[config.mk]
export PLATFORM = sky130hd
export DESIGN_NAME = serbus_slave
export DESIGN_NICKNAME = d
export VERILOG_FILES = /design/src/rtl/serbus_pkg.sv /design/src/rtl/serbus_ctrl.sv /design/src/rtl/serbus_dpath.sv /design/src/rtl/serbus_slave.sv
export SDC_FILE = /design/constraint.sdc
export NUM_CORES = 1
export LEC_CHECK = 0
export BUFFER_PORTS_ARGS = -buffer_cell sky130_fd_sc_hd__buf_2
export CAP_MARGIN = 20
export CORE_MARGIN = 5
export CORE_UTILIZATION = 50
export CTS_CLUSTER_DIAMETER = 60
export DETAILED_ROUTE_END_ITERATION = 8
export PLACE_DENSITY = 0.73
export RECOVER_POWER = 100
export SLEW_MARGIN = 0
export SYNTH_ARGS = -nofsm -noshare
export SYNTH_HDL_FRONTEND = slang
export SYNTH_SLANG_ARGS = --single-unit
[constraint.sdc]
create_clock -name clk -period 5.35 [get_ports clk]
set_input_delay 0.2675 -clock clk [delete_from_list [all_inputs] [get_ports clk]]
set_output_delay 0.2675 -clock clk [all_outputs]
set_load 0.1 [all_outputs]
[src/rtl/serbus_pkg.sv]
package serbus_pkg;

  typedef enum logic [1:0] {
    MODE_IDLE = 2'd0,
    MODE_WR_A = 2'd1,
    MODE_WR_B = 2'd2,
    MODE_RD   = 2'd3
  } mode_e;

  // strobes from control to datapath, plus the synchronized data bit
  typedef struct packed {
    logic bitIn;
    logic shiftAddr;
    logic shiftIn;
    logic loadOut;
    logic shiftOut;
    logic latchA;
    logic latchB;
  } strobes_t;

endpackage

[src/rtl/serbus_ctrl.sv]
module serbus_ctrl
  import serbus_pkg::*;
#(
  parameter int ADDR_BITS   = 8,
  parameter int DATA_BITS   = 32,
  parameter int SYNC_STAGES = 2,
  parameter logic [ADDR_BITS-1:0] ADDR_WR_A = 8'h82,
  parameter logic [ADDR_BITS-1:0] ADDR_WR_B = 8'h92,
  parameter logic [ADDR_BITS-1:0] ADDR_RD   = 8'hA2
) (
  input  logic                 clk,
  input  logic                 rstN,
  input  logic                 ceIn,
  input  logic                 clIn,
  input  logic                 diIn,
  input  logic [ADDR_BITS-1:0] addrQ,
  output strobes_t             stb,
  output mode_e                mode,
  output logic                 ceLvl
);

  localparam int CNT_LIM = DATA_BITS + 1;
  localparam int CNT_W   = $clog2(CNT_LIM + 1);

  logic [SYNC_STAGES-1:0] ceSy, clSy, diSy;

  for (genvar g = 0; g < SYNC_STAGES; g++) begin : g_sync
    if (g == 0) begin : g_first
      always_ff @(posedge clk or negedge rstN) begin
        if (!rstN) begin
          ceSy[g] <= 1'b0;
          clSy[g] <= 1'b0;
          diSy[g] <= 1'b0;
        end else begin
          ceSy[g] <= ceIn;
          clSy[g] <= clIn;
          diSy[g] <= diIn;
        end
      end
    end else begin : g_next
      always_ff @(posedge clk or negedge rstN) begin
        if (!rstN) begin
          ceSy[g] <= 1'b0;
          clSy[g] <= 1'b0;
          diSy[g] <= 1'b0;
        end else begin
          ceSy[g] <= ceSy[g-1];
          clSy[g] <= clSy[g-1];
          diSy[g] <= diSy[g-1];
        end
      end
    end
  end

  logic ceS, clS, ceQ, clQ;
  logic ceRise, ceFall, clRise, clFall;
  logic [CNT_W-1:0] bitCnt;
  mode_e decoded;
  logic isWr;

  assign ceS    = ceSy[SYNC_STAGES-1];
  assign clS    = clSy[SYNC_STAGES-1];
  assign ceRise = ceS & ~ceQ;
  assign ceFall = ~ceS & ceQ;
  assign clRise = clS & ~clQ;
  assign clFall = ~clS & clQ;
  assign ceLvl  = ceS;

  always_comb begin
    if (addrQ == ADDR_WR_A)      decoded = MODE_WR_A;
    else if (addrQ == ADDR_WR_B) decoded = MODE_WR_B;
    else if (addrQ == ADDR_RD)   decoded = MODE_RD;
    else                         decoded = MODE_IDLE;
  end

  assign isWr = (mode == MODE_WR_A) || (mode == MODE_WR_B);

  always_ff @(posedge clk or negedge rstN) begin
    if (!rstN) begin
      ceQ    <= 1'b0;
      clQ    <= 1'b0;
      mode   <= MODE_IDLE;
      bitCnt <= '0;
    end else begin
      ceQ <= ceS;
      clQ <= clS;
      if (ceRise) begin
        mode   <= decoded;
        bitCnt <= '0;
      end else if (ceFall) begin
        mode <= MODE_IDLE;
      end else if (clRise && ceS && isWr && bitCnt != CNT_W'(CNT_LIM)) begin
        bitCnt <= bitCnt + 1'b1;
      end
    end
  end

  always_comb begin
    stb.bitIn     = diSy[SYNC_STAGES-1];
    stb.shiftAddr = clRise & ~ceS;
    stb.shiftIn   = clRise & ceS & isWr;
    stb.loadOut   = ceRise & (decoded == MODE_RD);
    stb.shiftOut  = clFall & ceS & (mode == MODE_RD);
    stb.latchA    = ceFall & (mode == MODE_WR_A) & (bitCnt == CNT_W'(DATA_BITS));
    stb.latchB    = ceFall & (mode == MODE_WR_B) & (bitCnt == CNT_W'(DATA_BITS));
  end

  // the bit counter saturates one past a full word
  a_r6_cnt_bounded: assert property (@(posedge clk) disable iff (!rstN)
    bitCnt <= CNT_W'(CNT_LIM));

  // no commit while a read frame owns the bus
  a_r10_no_latch_in_read: assert property (@(posedge clk) disable iff (!rstN)
    (mode == MODE_RD) |-> !(stb.latchA || stb.latchB));

  // at most one frame action per cycle
  a_r2_actions_exclusive: assert property (@(posedge clk) disable iff (!rstN)
    $onehot0({stb.latchA, stb.latchB, stb.shiftOut, stb.shiftIn, stb.shiftAddr}));

endmodule

[src/rtl/serbus_dpath.sv]
module serbus_dpath
  import serbus_pkg::*;
#(
  parameter int ADDR_BITS = 8,
  parameter int DATA_BITS = 32,
  parameter int STATUS_W  = 20
) (
  input  logic                 clk,
  input  logic                 rstN,
  input  strobes_t             stb,
  input  logic [STATUS_W-1:0]  statusIn,
  output logic [ADDR_BITS-1:0] addrQ,
  output logic [DATA_BITS-1:0] ctrlA,
  output logic [DATA_BITS-1:0] ctrlB,
  output logic                 strobeA,
  output logic                 strobeB,
  output logic                 outBit
);

  logic [DATA_BITS-1:0] inShift;
  logic [STATUS_W-1:0]  outShift;

  always_ff @(posedge clk or negedge rstN) begin
    if (!rstN) begin
      addrQ    <= '0;
      inShift  <= '0;
      outShift <= '1;
      ctrlA    <= '0;
      ctrlB    <= '0;
      strobeA  <= 1'b0;
      strobeB  <= 1'b0;
    end else begin
      if (stb.shiftAddr) addrQ <= {stb.bitIn, addrQ[ADDR_BITS-1:1]};
      if (stb.shiftIn)   inShift <= {stb.bitIn, inShift[DATA_BITS-1:1]};
      if (stb.loadOut)       outShift <= statusIn;
      else if (stb.shiftOut) outShift <= {outShift[STATUS_W-2:0], 1'b1};
      strobeA <= stb.latchA;
      strobeB <= stb.latchB;
      if (stb.latchA) ctrlA <= inShift;
      if (stb.latchB) ctrlB <= inShift;
    end
  end

  assign outBit = outShift[STATUS_W-1];

  // register A moves only on its commit strobe
  a_r4_regA_only_on_latch: assert property (@(posedge clk) disable iff (!rstN)
    !$stable(ctrlA) |-> $past(stb.latchA));

  // register B moves only on its commit strobe
  a_r5_regB_only_on_latch: assert property (@(posedge clk) disable iff (!rstN)
    !$stable(ctrlB) |-> $past(stb.latchB));

  // the output shifter moves only on capture or a falling serial clock
  a_r8_out_moves_on_shift: assert property (@(posedge clk) disable iff (!rstN)
    !$stable(outShift) |-> $past(stb.shiftOut || stb.loadOut));

endmodule

[src/rtl/serbus_slave.sv]
module serbus_slave
  import serbus_pkg::*;
#(
  parameter int ADDR_BITS   = 8,
  parameter int DATA_BITS   = 32,
  parameter int STATUS_W    = 20,
  parameter int SYNC_STAGES = 2
) (
  input  logic                 clk,
  input  logic                 rstN,
  input  logic                 ceIn,
  input  logic                 clIn,
  input  logic                 diIn,
  input  logic [STATUS_W-1:0]  statusIn,
  output logic                 doPullLow,
  output logic [DATA_BITS-1:0] ctrlA,
  output logic [DATA_BITS-1:0] ctrlB,
  output logic                 ctrlAStb,
  output logic                 ctrlBStb
);

  strobes_t stb;
  mode_e mode;
  logic ceLvl;
  logic outBit;
  logic [ADDR_BITS-1:0] addrQ;

  serbus_ctrl #(
    .ADDR_BITS(ADDR_BITS), .DATA_BITS(DATA_BITS), .SYNC_STAGES(SYNC_STAGES)
  ) u_ctrl (
    .clk(clk), .rstN(rstN), .ceIn(ceIn), .clIn(clIn), .diIn(diIn),
    .addrQ(addrQ), .stb(stb), .mode(mode), .ceLvl(ceLvl)
  );

  serbus_dpath #(
    .ADDR_BITS(ADDR_BITS), .DATA_BITS(DATA_BITS), .STATUS_W(STATUS_W)
  ) u_dpath (
    .clk(clk), .rstN(rstN), .stb(stb), .statusIn(statusIn), .addrQ(addrQ),
    .ctrlA(ctrlA), .ctrlB(ctrlB), .strobeA(ctrlAStb), .strobeB(ctrlBStb),
    .outBit(outBit)
  );

  assign doPullLow = (mode == MODE_RD) & ~outBit;

  // output released once chip-enable has been low for a cycle
  a_r9_released_ce_low: assert property (@(posedge clk) disable iff (!rstN)
    (!ceLvl && !$fell(ceLvl)) |-> !doPullLow);

  // commit strobes are single-cycle pulses
  a_r4_strobe_single: assert property (@(posedge clk) disable iff (!rstN)
    ctrlAStb |=> !ctrlAStb);

  // commit strobes are single-cycle pulses
  a_r5_strobe_single: assert property (@(posedge clk) disable iff (!rstN)
    ctrlBStb |=> !ctrlBStb);

endmodule

* After elaboration in Yosys (flattened, before gate mapping)
Index checks and enable logic that the tools add are counted.
** Operators by class
- $add $sub $neg :: 1
- Equal/unequal tests :: 10
- Multiplexer cells :: 10
- Bitwise gates (word level) :: 20
- Reduce and logical (&&, ||, !) cells :: 8
** Operator list (number)
- $mux W20 :: 2
- $eq A8 B8 Y1 const B :: 3
- $mux W6 :: 3
- $and A1 B1 Y1 :: 15
- $mux W2 :: 5
- $add A6 B1 Y6 const B :: 1
- $eq A2 B2 Y1 const B :: 3
- $eq A6 B6 Y1 const B :: 1
- $ne A6 B6 Y1 const B :: 1
- $reduce_bool A2 Y1 :: 3
- $not A1 Y1 :: 5
- $logic_and A1 B1 Y1 :: 3
- $eq A2 B1 Y1 const B :: 1
- $ne A2 B1 Y1 const B :: 1
- $reduce_and A2 Y1 :: 1
- $logic_or A1 B1 Y1 :: 1
** Storage, ports and cells
- Register bits after elaboration :: 142
- Input port bits :: 25
- Output and inout bits :: 67

* Longest topological paths before layout
- Depth after elaboration :: 8
- Depth in mapped cells :: 7
- Gate-level depth less buffers :: 5

* Hierarchy
A second synthesis with hierarchy kept.
** Unflattened totals
- Cell total of the unflattened synthesis :: 386
- Area total of the unflattened synthesis :: 6178.4 µm²
** By module, submodules not included
- serbus_dpath :: instances 1, cells an instance 309, area each 5306.3 µm², seq. area each 3178.0 µm²
- serbus_ctrl :: instances 1, cells an instance 76, area each 863.3 µm², seq. area each 400.4 µm²
- serbus_slave :: instances 1, cells an instance 1, area each 8.8 µm², seq. area each 0.0 µm²

* Worst setup path before layout
Ideal clock, no wire load.
- Path kind :: register to output
- Start :: reg u_ctrl.mode[0]
- End :: out doPullLow
- Arrival time :: 1.886 ns
- Data required time :: 5.083 ns
- Setup slack :: 3.196 ns
- Stages on the path, launching flop included :: 3
- Path buffers :: 0
- Cell sequence :: dfrtp_1 > ha_1 > nor2b_1
** On the way
- Word-level cells in the longest chain between the ends :: 2
** RTL lines
- start, declared :: RTL line serbus_ctrl.sv:18 : output mode_e mode,
- start signal, assigned :: RTL line serbus_ctrl.sv:88 : mode <= decoded;
- $eq A2 B2 Y1 :: RTL line serbus_slave.sv:43 : assign doPullLow = (mode == MODE_RD) & ~outBit;
- $and A1 B1 Y1 :: RTL line serbus_slave.sv:43
- end, declared :: RTL line serbus_slave.sv:15 : output logic doPullLow,
No other way between the ends.

* Worst setup path after layout
- Start :: reg u_ctrl.bitCnt[2]
- End :: reg u_dpath.ctrlB[22]
** On the way
- Word-level cells in the longest chain between the ends :: 2
** RTL lines
- start, declared :: RTL line serbus_ctrl.sv:57 : logic [CNT_W-1:0] bitCnt;
- start signal, assigned :: RTL line serbus_ctrl.sv:93 : bitCnt <= bitCnt + 1'b1;
- $eq A6 B6 Y1 :: RTL line serbus_ctrl.sv:105 : stb.latchB = ceFall & (mode == MODE_WR_B) & (bitCnt == CNT_W'(DATA_BITS));
- $and A1 B1 Y1 :: RTL line serbus_ctrl.sv:105
- end signal, assigned :: RTL line serbus_dpath.sv:40 : if (stb.latchB) ctrlB <= inShift;
- end, declared :: RTL line serbus_dpath.sv:14 : output logic [DATA_BITS-1:0] ctrlB,
No other way between the ends.
A chain may end at the register's enable or synchronous reset.

==> results.json <==
{
  "synth_async_sr_flop_share": 1.000,
  "htreeDepth": 4,
  "grt_pass1_wl_mm": 18.66,
  "drive_above_1_share": 0.3028,
  "portBuffers": 91,
  "overflow": 0,
  "multiInputGateArea_um2": 2106,
  "grt_max_degree": 88,
  "setup_viol": 0,
  "viasPerCell": 5.122,
  "final_nets": 566,
  "final_area_um2": 6963,
  "cts.sinks": 142,
  "antenna_found_initial": 0,
  "cp_cell_sequence": "nor4b_4, nand4_1, mux2_2",
  "drv_cap": 1,
  "cts_buffers": 17,
  "end_kind": "flop",
  "synth-seq-cells": 142,
  "area.growth.synth_to_final_pct": 16.76,
  "seq_area_um2": 3578,
  "power_w": 0.002438,
  "routed_wl_mm": 10.81,
  "synth_nets": 466,
  "synth_cell_types": 38,
  "synth_ff_type": "dfrtp_1",
  "finalHoldViolations": 0,
  "max_stage_delay_ps": 1740,
  "rows": 39,
  "die_x_um": 119.2,
  "final_antenna_net_count": 0,
  "die_area_um2": 14210,
  "via_count": 3524,
  "worstMarginPinSlew_ps": 2232,
  "synthCells": 432,
  "cts_max_path_buffers": 2,
  "arrival_ps": 4030,
  "violations": "max-capacitance violations, max-slew violations",
  "post_cts_buffers": 0,
  "cpLargestDelayFamily": "simple AND/OR/NAND/NOR gates",
  "track_usage": 0.1640,
  "insertion_delay_ps": 410,
  "critPathLaunchType": "flop",
  "fill_cells": 950,
  "drc_errors": 0,
  "drv_slew": 34,
  "fin_crit_sh": 0.7001,
  "clk_pin_slew_ps": 50,
  "tns_ps": 0,
  "rsz0062_at_grt": "no",
  "powerDensity_nw_per_um2": 350.1,
  "syn_area_um2": 5963,
  "globalplace.congestion": 0.8043,
  "cts.repair.resized": 0,
  "num_antenna_cells": 0,
  "synth_area_leaders": "dfrtp_1 51%, mux2_2 14%, mux2_4 9.8%, dfstp_2 8.8%, nand2_1 6.5%",
  "hp-class": "in2reg",
  "skew_ps": 5.179,
  "crit_required_ps": 5630,
  "period_minus_slack_ps": 3745,
  "synth_area_per_cell_um2": 13.80,
  "crit_fanout": 33,
  "path_buf_inv": 0,
  "max_slew_margin": -0.4921,
  "power.leakage_nw": 3.483,
  "io_pins": 92,
  "grt_pass1_vias": 3745,
  "status": "complete, but fails checks",
  "synth.top_cell.area_share": 0.5120,
  "clk_root_buffer_cell": "clkbuf_16",
  "crit_type": "reg2reg",
  "first_pass_iters": 4,
  "crit_slowest_cell": "nand4_1",
  "cts_tree": "built",
  "synth_edf_count": 0,
  "dpl_cell_area_um2": 6523,
  "place_hpwl_mm": 6.994,
  "drt_iter0_markers": 224,
  "synth-seq-area-share": 0.6001,
  "coreArea_um2": 11560,
  "ir_drop_mv": 0.2072,
  "yosysTopAreaCell": "dfrtp_1",
  "wire_per_inst_um": 15.71,
  "start_util": 0.5156,
  "yosysWarnings": 0,
  "die_h_um": 119.2,
  "timing.fmax_mhz": 267.0
}
## cell usage in the layout (no fill, tap or decap), types with 10 or more instances in the layout
master and instances:
buf_2 23, clkbuf_1 70, clkbuf_16 17, dfrtp_1 122
dfstp_2 20, mux2_1 30, mux2_2 71, mux2_4 10
nand2_1 103
## worst register-to-register path: stages (launching register included)
cell	delay (ps)
dfrtp_1	440
nor4b_4	480
nand4_1	1740
mux2_2	960
## power breakdown
part	switching [W]	internal, W
sequential	0.0000259	0.00112
combinational	0.0000439	0.0000510
clock	0.000422	0.000778
## path summary, 6_finish.rpt
path,to,cells after the start,slack (ps),from
max,u_dpath.ctrlB[22],3,1600,u_ctrl.bitCnt[2]
min,u_dpath.outShift[9],2,80,statusIn[9]
max reg2reg,u_dpath.ctrlB[22],3,1600,u_ctrl.bitCnt[2]
min reg2reg,u_ctrl.ceLvl,0,350,u_ctrl.ceSy[0]
max in group asynchronous,u_ctrl.clSy[0],3,3680,rstN
min in group asynchronous,u_dpath.ctrlB[4],2,500,rstN
## layout make-up
class | instances | area share
clock buffers | 21 | 0.06900
clock inverters | 11 | 0.01977
inverters | 9 | 0.004852
multi-input cells | 262 | 0.3024
flip-flops and latches | 142 | 0.5139
well taps | 143 | 0.02570
repair buffers | 100 | 0.06433
## per-layer routing
metal | up-vias | global-route usage | wire length, um | share of wire
met2 | 71 | 0.2632 | 5351 | 0.50
met4 | 0 | 0.07386 | 179 | 0.017
li1 | 1686 | - | - | -
met5 | - | 0 | 0 | 0
met1 | 1754 | 0.2111 | 4785 | 0.44
met3 | 13 | 0.04123 | 489 | 0.045
## cell families (layout without fill, tap and decap cells)
group,Yosys count,after routing,synth area share
buffers and inverters,28,141,0.02518
AND/OR/NAND/NOR,129,129,0.1037
adder cells (fa/ha/maj),9,9,0.01888
flip-flops,142,142,0.6001
XOR/XNOR,1,1,0.001469
multiplexers,111,111,0.2342
AO/OA/AOI/OAI,12,12,0.01657
## synthesized netlist by cell type, drive strengths merged, types with 3 or more instances
| master | instances |
|---|---|
| clkbuf | 12 |
| buf | 7 |
| nand3 | 3 |
| dfrtp | 122 |
| inv | 9 |
| mux2 | 111 |
| ha | 9 |
| dfstp | 20 |
| nand2 | 103 |
## through the flow
stage	setup WS (ps)	hold slack (ps)	instances	util
after floorplan	3196	-28.09	432	-
after CTS	2557	69.17	685	0.6209
after detailed placement	2546	335.5	649	0.5640
final	1605	78.24	688	0.6021
after global routing	1397	70.76	688	0.6021
after global placement	2625	332.3	649	0.5640
## timing repair
item	4_1_cts	5_1_grt
hold buffers	4	0
endpoints found under the setup margin	0	0
endpoints found under the hold margin	89	0
## state kept, by name, indices dropped and copies added, names as in the netlist
signal,flops
u_ctrl.bitCnt,6
u_ctrl.clQ,1
u_dpath.addrQ,8
u_ctrl.stb,1
u_ctrl.ceSy,1
u_ctrl.ceQ,1
u_ctrl.clSy,1
u_dpath.strobeB,1
u_ctrl.ceLvl,1
u_dpath.inShift,32
u_ctrl.diSy,1
u_ctrl.mode,2
u_dpath.ctrlB,32
u_dpath.strobeA,1
u_dpath.outShift,20
u_dpath.ctrlA,32
u_ctrl.clS,1
Note: power is estimated with default switching activity, not from simulation.
